`src/rtl/bitfield_rmw.sv`:
```
module bitfield_rmw #(
  parameter int AW = 16
) (
  input  logic          clk,
  input  logic          rst_n,
  input  logic          start,
  input  logic [2:0]    op,
  input  logic [AW-1:0] base_addr,
  input  logic [31:0]   bit_ofs,
  input  logic [4:0]    fld_len,
  input  logic [31:0]   ins_val,
  output logic          busy,
  output logic          done,
  output logic [31:0]   result,
  output logic [31:0]   field,
  output logic [AW-1:0] mem_addr,
  output logic          mem_rd,
  output logic          mem_wr,
  output logic [7:0]    mem_wdata,
  input  logic [7:0]    mem_rdata
);
  localparam int WW = 40;
  localparam logic [2:0] OP_EXTS = 3'd1, OP_INS = 3'd2, OP_CHG = 3'd3,
                         OP_CLR = 3'd4, OP_SET = 3'd5, OP_FFO = 3'd6;

  typedef enum logic [2:0] {S_IDLE, S_RD, S_CAP, S_WR, S_FIN} st_t;

  st_t           st;
  logic [2:0]    op_q, bit_q, cnt, last_q;
  logic [5:0]    len_q;
  logic [AW-1:0] addr_q;
  logic [31:0]   ofs_q, val_q;
  logic [WW-1:0] win, new_win;

  wire [5:0]  len_in    = {fld_len == 5'd0, fld_len};
  wire [31:0] ofs_bytes = $signed(bit_ofs) >>> 3;
  wire [5:0]  end_bit   = {3'b000, bit_ofs[2:0]} + len_in - 6'd1;
  wire        modify    = (op_q >= OP_INS) && (op_q <= OP_SET);
  wire [5:0]  lane_sh   = 6'd32 - {cnt, 3'b000};

  always_ff @(posedge clk or negedge rst_n) begin
    if (!rst_n) begin
      st     <= S_IDLE;
      op_q   <= '0;
      bit_q  <= '0;
      len_q  <= 6'd32;
      addr_q <= '0;
      ofs_q  <= '0;
      val_q  <= '0;
      last_q <= '0;
      cnt    <= '0;
      win    <= '0;
    end else begin
      case (st)
        S_IDLE: if (start) begin
          op_q   <= op;
          bit_q  <= bit_ofs[2:0];
          len_q  <= len_in;
          addr_q <= base_addr + ofs_bytes[AW-1:0];
          ofs_q  <= bit_ofs;
          val_q  <= ins_val;
          last_q <= end_bit[5:3];
          cnt    <= '0;
          win    <= '0;
          st     <= S_RD;
        end
        S_RD: st <= S_CAP;
        S_CAP: begin
          win <= win | ({32'b0, mem_rdata} << lane_sh);
          if (cnt == last_q) begin
            cnt <= '0;
            st  <= modify ? S_WR : S_FIN;
          end else begin
            cnt <= cnt + 3'd1;
            st  <= S_RD;
          end
        end
        S_WR: begin
          if (cnt == last_q) st <= S_FIN;
          else cnt <= cnt + 3'd1;
        end
        S_FIN:   st <= S_IDLE;
        default: st <= S_IDLE;
      endcase
    end
  end

  wire [WW-1:0] mask   = (~({WW{1'b1}} >> len_q)) >> bit_q;
  wire [WW-1:0] fsh    = (win & mask) << bit_q;
  wire [5:0]    rsh    = 6'd32 - len_q;
  wire [31:0]   extu   = field >> rsh;
  wire [31:0]   exts   = $signed(field) >>> rsh;
  wire [31:0]   ins_lj = val_q << rsh;
  wire [WW-1:0] ins_w  = ({ins_lj, 8'h00} >> bit_q) & mask;
  wire [WW-1:0] wsh    = new_win >> lane_sh;

  function automatic logic [5:0] lead0(input logic [31:0] x);
    logic [5:0] n;
    n = 6'd32;
    for (int i = 0; i < 32; i++)
      if (x[i]) n = 6'(31 - i);
    return n;
  endfunction

  wire [5:0]  zcnt = (field == 32'd0) ? len_q : lead0(field);
  wire [31:0] ffo  = ofs_q + {26'd0, zcnt};

  assign field = fsh[39:8];

  always_comb begin
    case (op_q)
      OP_INS:  new_win = (win & ~mask) | ins_w;
      OP_CHG:  new_win = win ^ mask;
      OP_CLR:  new_win = win & ~mask;
      OP_SET:  new_win = win | mask;
      default: new_win = win;
    endcase
  end

  always_comb begin
    case (op_q)
      OP_EXTS:                result = exts;
      OP_INS:                 result = ins_lj;
      OP_CHG, OP_CLR, OP_SET: result = field;
      OP_FFO:                 result = ffo;
      default:                result = extu;
    endcase
  end

  assign busy      = (st != S_IDLE);
  assign done      = (st == S_FIN);
  assign mem_rd    = (st == S_RD);
  assign mem_wr    = (st == S_WR);
  assign mem_addr  = addr_q + AW'(cnt);
  assign mem_wdata = wsh[7:0];

  p_len_range_r1: assert property (@(posedge clk) disable iff (!rst_n)
    busy |-> (len_q != 6'd0 && len_q <= 6'd32));

  p_span_limit_r3: assert property (@(posedge clk) disable iff (!rst_n)
    busy |-> last_q <= 3'd4);

  p_rw_exclusive_r9: assert property (@(posedge clk) disable iff (!rst_n)
    !(mem_rd && mem_wr));

  p_ro_nowrite_r9: assert property (@(posedge clk) disable iff (!rst_n)
    mem_wr |-> modify);

  p_wr_ascend_r9: assert property (@(posedge clk) disable iff (!rst_n)
    (mem_wr && $past(mem_wr)) |-> mem_addr == $past(mem_addr) + AW'(1));

  p_done_pulse_r10: assert property (@(posedge clk) disable iff (!rst_n)
    done |=> !done);

  p_start_ignored_r11: assert property (@(posedge clk) disable iff (!rst_n)
    (busy && start) |=> ($stable(op_q) && $stable(addr_q) && $stable(len_q) && $stable(val_q)));
endmodule

```
`config.mk`:
```
export PLATFORM = sky130hd
export DESIGN_NAME = bitfield_rmw
export DESIGN_NICKNAME = d
export VERILOG_FILES = /design/src/rtl/bitfield_rmw.sv
export SDC_FILE = /design/constraint.sdc
export NUM_CORES = 1
export LEC_CHECK = 0
export ABC_AREA = 1
export BUFFER_PORTS_ARGS = -buffer_cell sky130_fd_sc_hd__buf_4
export CAP_MARGIN = 20
export CORE_MARGIN = 1
export CORE_UTILIZATION = 45
export DETAILED_ROUTE_END_ITERATION = 6
export PLACE_DENSITY_LB_ADDON = 0.05
export SYNTH_ARGS = -nofsm -noshare
export SYNTH_HDL_FRONTEND = slang
export SYNTH_SLANG_ARGS = --single-unit
```
`constraint.sdc`:
```
create_clock -name clk -period 8.5 [get_ports clk]
set_input_delay 1.275 -clock clk [delete_from_list [all_inputs] [get_ports clk]]
set_output_delay 1.275 -clock clk [all_outputs]
set_load 0.05 [all_outputs]
```
Word level (Yosys, flattened, before mapping)
Index checks and enable logic that the tools add are counted.
{"block": "op_classes", "add_sub_neg": 8, "n_mul": 0, "div": 0, "order_cmp": 2, "eq_ne": 14, "shift": 9, "muxes": 46, "bitwise": 9, "reduce_logical": 12}
{"op": "two-way mux 6 bit", "n": 33}
{"op": "one-hot mux 40 bit (4 select lines)", "n": 1}
{"op": "one-hot mux 32 bit (4 select lines)", "n": 1}
{"op": "bitwise AND 40 bit", "n": 3}
{"op": "bitwise OR 40 bit", "n": 3}
{"op": "inverter 40 bit", "n": 2}
{"op": "one-hot mux 40 bit (2 select lines)", "n": 1}
{"op": "right shift 40 x 3 -> 40 bit", "n": 2}
{"op": "two-way mux 40 bit", "n": 1}
{"op": "<< shifter 40 x 3 -> 40 bit", "n": 1}
{"op": "<< shifter 8 x 6 -> 40 bit", "n": 1}
{"op": "right shift 40 x 6 -> 40 bit (first input constant)", "n": 1}
{"op": "right shift 40 x 6 -> 8 bit", "n": 1}
{"op": "XOR 40 bit", "n": 1}
{"op": "adder 32 x 6 -> 32 bit", "n": 1}
{"op": "logical NOT 32 bit", "n": 1}
{"op": "<< shifter 32 x 6 -> 32 bit", "n": 1}
{"op": "right shift 32 x 6 -> 32 bit", "n": 1}
{"op": ">>> shifter 32 x 6 -> 32 bit", "n": 1}
{"op": "two-way mux 3 bit", "n": 7}
{"op": "adder 16 bit", "n": 1}
{"op": "adder 16 x 3 -> 16 bit", "n": 1}
{"op": "== test 3 x 2 -> 1 bit (second input constant)", "n": 4}
{"op": "== test 3 bit (second input constant)", "n": 4}
{"op": "20 further kinds", "n": 26}
{"block": "totals", "register_bits": 141, "latch_bits": 0, "mem_bits_rw": 0, "rom_bits": 0, "inputBits": 99, "out_inout_bits": 92, "word_cells": 110, "mem_count": 0}

Depth between registers and ports, before layout
{"block": "logic_depth", "depth_word": 40, "mapped_depth": 81, "depth_no_buf": 77}

Least setup slack after synthesis
No wires, ideal clock.
{"block": "synth_timing", "path_type": "reg-to-output", "startpoint": "reg len_q[0]", "endpoint": "out result[30]", "t_arrival_ns": 8.518, "t_required_ns": 7.225, "slack_ns": -1.293, "path_stages_with_launch": 69, "n_path_buf": 4, "path_cell_list": "dfrtp_1 -> inv_2 -> buf_2 -> buf_2 -> buf_1 -> clkbuf_1 -> ha_1 -> ha_1 -> o21ai_0 -> o21ai_0 -> o21ai_0 -> inv_1 -> o21ai_0 -> ha_1 -> o21ai_0 -> nand2_1 -> o21ai_0 -> o21ai_0 -> [... 33 more ...] -> nor2_1 -> nor2_1 -> o21ai_1 -> inv_1 -> nor2_1 -> nand2_1 -> nor2_1 -> nand2_1 -> nor2_1 -> inv_1 -> nor2_1 -> inv_1 -> nor3_1 -> nand2_1 -> nor4_1 -> nor2_1 -> a21oi_1 -> o211ai_1"}
{"block": "synth_between", "word_cells_on_any_way": 45, "classes_between": "2 x add/sub; 6 x shift; 34 x mux; 2 x bitwise; 1 x reduce/logical"}
{"element": "from (decl)", "line_no": "30", "text": "logic [5:0] len_q;"}
{"element": "from (signal assigned)", "line_no": "58", "text": "len_q <= len_in;"}
{"element": "right shift 40 x 6 -> 40 bit (*)", "line_no": "88", "text": "wire [WW-1:0] mask = (~({WW{1'b1}} >> len_q)) >> bit_q;"}
{"element": "inverter 40 bit (*)", "line_no": "88"}
{"element": "right shift 40 x 3 -> 40 bit (*)", "line_no": "88"}
{"element": "bitwise AND 40 bit (*)", "line_no": "89", "text": "wire [WW-1:0] fsh = (win & mask) << bit_q;"}
{"element": "<< shifter 40 x 3 -> 40 bit (*)", "line_no": "89"}
{"element": "net field[8]", "line_no": "15", "text": "output logic [31:0] field,"}
{"element": "two-way mux 6 bit (24 in series)", "line_no": "101", "text": "if (x[i]) n = 6'(31 - i);"}
{"element": "two-way mux 6 bit", "line_no": "105", "text": "wire [5:0] zcnt = (field == 32'd0) ? len_q : lead0(field);"}
{"element": "adder 32 x 6 -> 32 bit", "line_no": "106", "text": "wire [31:0] ffo = ofs_q + {26'd0, zcnt};"}
{"element": "one-hot mux 32 bit (4 select lines) (*)", "line_no": "121", "text": "case (op_q)"}
{"element": "to (decl)", "line_no": "14", "text": "output logic [31:0] result,"}
The timed path passes the listed nets; every way through them passes the cells marked *.

Final worst setup path
{"block": "layout_timing", "startpoint": "reg len_q[1]", "endpoint": "out result[4]"}
{"block": "layout_between", "elab_chain_len": 40, "word_cells_on_any_way": 45, "classes_between": "2 x add/sub; 6 x shift; 34 x mux; 2 x bitwise; 1 x reduce/logical"}
{"element": "right shift 40 x 6 -> 40 bit", "line_no": "88"}
{"element": "inverter 40 bit", "line_no": "88"}
{"element": "right shift 40 x 3 -> 40 bit", "line_no": "88"}
{"element": "bitwise AND 40 bit", "line_no": "89"}
{"element": "<< shifter 40 x 3 -> 40 bit", "line_no": "89"}
{"element": "two-way mux 6 bit (32 in series)", "line_no": "101"}
{"element": "two-way mux 6 bit", "line_no": "105"}
{"element": "adder 32 x 6 -> 32 bit", "line_no": "106"}
{"element": "one-hot mux 32 bit (4 select lines) (*)", "line_no": "121"}
Mark *: on every way between the ends. The rest lies on a longest branch, timed or not.

==> results by group <==
Status
  – Outcome: finished with violations
  – Failing checks: negative setup slack

Layout
  – # fillers: 4201
  – Area grow syn2layout: 23.7%
  – Share of cells above drive strength 1: 0.211
  – Nets: 3696
  – Post-route insts no fill: 3984
  – Fin util: 0.569

Place
  – DP Wirelength: 67000 um
  – Placed cells: 3873
  – Routability cong.: 1.06
  – PortBufs: 190

STA
  – Hold Fails Final Rpt: 0
  – Setup violations, final: 9
  – Crit share post-route: 1.04
  – Peak Freq: 0.113 GHz
  – Worst slew pin tran: 1.16 ns
  – Post-Route Setup TNS: -1.59 ns
  – Final setup margin: -0.346 ns
  – Final Max Tran Viols: 0
  – Clock skew: 0.0151 ns
  – Tmin final: 8.85 ns
  – RSZ-0062 raised after global routing: true
  – Normalized max-slew margin: 0.226

Global routing
  – Gr ovfl total: 0
  – Routing usage on met2: 0.593
  – Met3 Resource Use GR: 0.0810
  – Total GRT Usage: 0.386
  – Initial antenna violation count: 1
  – Global-route wire length before repair: 130000 um
  – Vias in the first global route: 21800
  – M1 GR Usage: 0.540
  – Gr busiest metal: met2
  – Largest net degree at the start of global routing: 98

Worst setup path
  – Critical Path Start: len_q[1]
  – Crit path buf inv count: 21
  – Worst endpoint required time: 7.22 ns
  – Critical-path top delay cell: o21ai_0
  – Delay-heaviest family, CP: buffers and inverters
  – Worst r2r src: st[0]
  – CP startpoint kind: flip-flop
  – Arr. time, crit path: 7.57 ns
  – Worst setup EP type: primary output
  – CP Max Fanout: 3
  – CP peak stage delay: 0.43 ns
  – Crit path kind: flip-flop to primary output
  – CP dominant cell by count: nand2_1

Floorplanning
  – Die height: 210 um
  – Initial core utilization: 0.460
  – Ports: 191
  – Die ar.: 0.0440 mm2
  – Die X: 210 um
  – Row cnt: 75
  – Core Region: 0.0422 mm2

Detailed routing
  – Number of DRC markers in iteration 0: 3214
  – DRC Markers: 0
  – Vias per inst: 6.03
  – Post-route ant nets: 0
  – Post-Route WL: 87200 um
  – DR vias: 24000
  – Pre-antenna DRT Iters: 6
  – Routed len/inst: 21.9 um

CTS
  – H-Tree Depth: 4
  – Maximum clock path buffer count: 2
  – Clock Sinks: 138
  – Clk root buf: clkbuf_16
  – CTS tree: built
  – Clk_lat worst skew: 0.50 ns
  – Worst-path clk slew: 0.06 ns
  – # hold bufs at CTS: 0
  – CTS Buf Count: 17

Yosys
  – Cells after synthesis: 3165
  – Number of distinct library cells after synthesis: 70
  – Number of flops mapped to enable cells by yosys: 0
  – Syn avg cell area: 6.13 um2
  – Post-Syn Area: 0.0194 mm2
  – Ys Warns: 0
  – Mapped Nets: 3431
  – Post-synth ARST share: 1.00
  – Prevailing post-synth register cell: dfrtp_1
  – Sequential cell area fraction in the yosys report: 0.178
  – Yosys reg bits: 138

Flow run
  – Max cap viols: 0

Min path
  – Min-delay src: addr_q[0]
  – HP Class: flip-flop to flip-flop
## tightest hold or removal path: cells and delay by family (launching register included)
kind          cells  cell delay (ns)
flops             1             0.35
simple gates      2             0.10
## synthesized netlist by cell type (5+ instances only)
library cell,n,area share
o21bai_1,16,0.0062
a211oi_1,6,0.0023
o21ai_0,350,0.090
nor3_1,16,0.0041
o211ai_1,60,0.023
or2_2,17,0.0055
nand3_1,163,0.042
inv_2,14,0.0027
o221ai_1,19,0.0086
mux2i_1,38,0.020
nor2_2,8,0.0026
a21oi_1,130,0.034
o21a_1,5,0.0019
a221oi_1,10,0.0045
o31ai_1,7,0.0027
buf_1,25,0.0048
inv_1,299,0.058
xor2_1,27,0.012
buf_4,15,0.0058
a22oi_1,15,0.0058
a31oi_1,14,0.0045
ha_1,164,0.11
clkbuf_1,91,0.018
o21ai_1,121,0.031
buf_2,59,0.015
nand4_1,6,0.0019
a41oi_1,17,0.0077
o21ai_2,15,0.0068
xnor2_1,12,0.0054
buf_6,12,0.0070
nand2_1,950,0.18
o2111ai_1,37,0.017
o22ai_1,53,0.017
dfrtp_1,137,0.18
nor2_1,173,0.033
## cell families after synthesis
logic type               after synthesis  synth area share
buffers and inverters                522             0.113
multiplexers                          38            0.0196
XOR/XNOR                              41            0.0199
flip-flops                           138             0.178
adder cells (fa/ha/maj)              167             0.109
AO/OA/AOI/OAI                        900             0.276
AND/OR/NAND/NOR                     1359             0.285
## layout make-up
class | instances | area [um2] | share of cell area
multi-input combinational | 2505 | 14600 | 0.608
clock inverter | 15 | 153 | 0.00636
clock buffer | 17 | 425 | 0.0177
inverter | 320 | 1210 | 0.0504
timing repair buffer | 448 | 3480 | 0.145
antenna | 2 | 5.00 | 0.000208
tap | 539 | 674 | 0.0281
sequential | 138 | 3460 | 0.144
## worst paths after layout
path	to	slack [ns]	cells past startpoint
max	result[4]	-0.35	65
min	addr_q[0]	0.48	2
max reg2reg	win[11]	5.31	7
min reg2reg	addr_q[0]	0.48	2
max in group asynchronous	val_q[22]	6.65	3
min in group asynchronous	addr_q[0]	0.77	1
## metal layers
metal | vias to the layer above | part of all wire
met5 | - | 0
met4 | 0 | 0.030
met3 | 167 | 0.11
met2 | 1375 | 0.44
met1 | 11300 | 0.43
li1 | 11200 | -
## placed cells by master (no fill, tap or decap), types with 26 or more instances in the layout
| master | n |
|---|---|
| nand2_1 | 920 |
| buf_4 | 427 |
| o21ai_0 | 289 |
| inv_1 | 286 |
| nor2_1 | 159 |
| nand3_1 | 155 |
| ha_1 | 149 |
| o21ai_1 | 145 |
| dfrtp_1 | 131 |
| a21oi_1 | 118 |
| o211ai_1 | 60 |
| o22ai_1 | 50 |
| o21ai_2 | 41 |
| mux2i_1 | 35 |
| o2111ai_1 | 35 |
| nand2_2 | 29 |
| inv_2 | 26 |
| xor2_1 | 26 |
## what timing repair did
| item | 4_1_cts | 5_1_grt |
|---|---|---|
| setup endpoints to repair | 15 | 27 |
| buffers inserted | 58 | 23 |
| pin swaps | 10 | 58 |
| gates resized for setup | 74 | 150 |
## registers in the layout (all words and copies together), names as in the netlist
name / flops
st: 3
val_q: 32
cnt: 3
len_q: 6
ofs_q: 30
win: 40
op_q: 3
addr_q: 16
bit_q: 2
last_q: 3
## stage by stage
stage / setup WS, ns / cell area (um2) / hold slack, ns
after floorplan: 0.00291 / 19500 / 0.442
after global placement: 0.00000577 / 22100 / 0.463
after detailed placement: -0.0127 / 22100 / 0.466
after CTS: -0.190 / 23300 / 0.482
after global routing: -0.932 / 24000 / 0.505
final: -0.346 / 24000 / 0.475
Power is left out: the tool's default activity adds up to more than one toggle a clock period on the data nets, which glitch-free logic cannot reach.
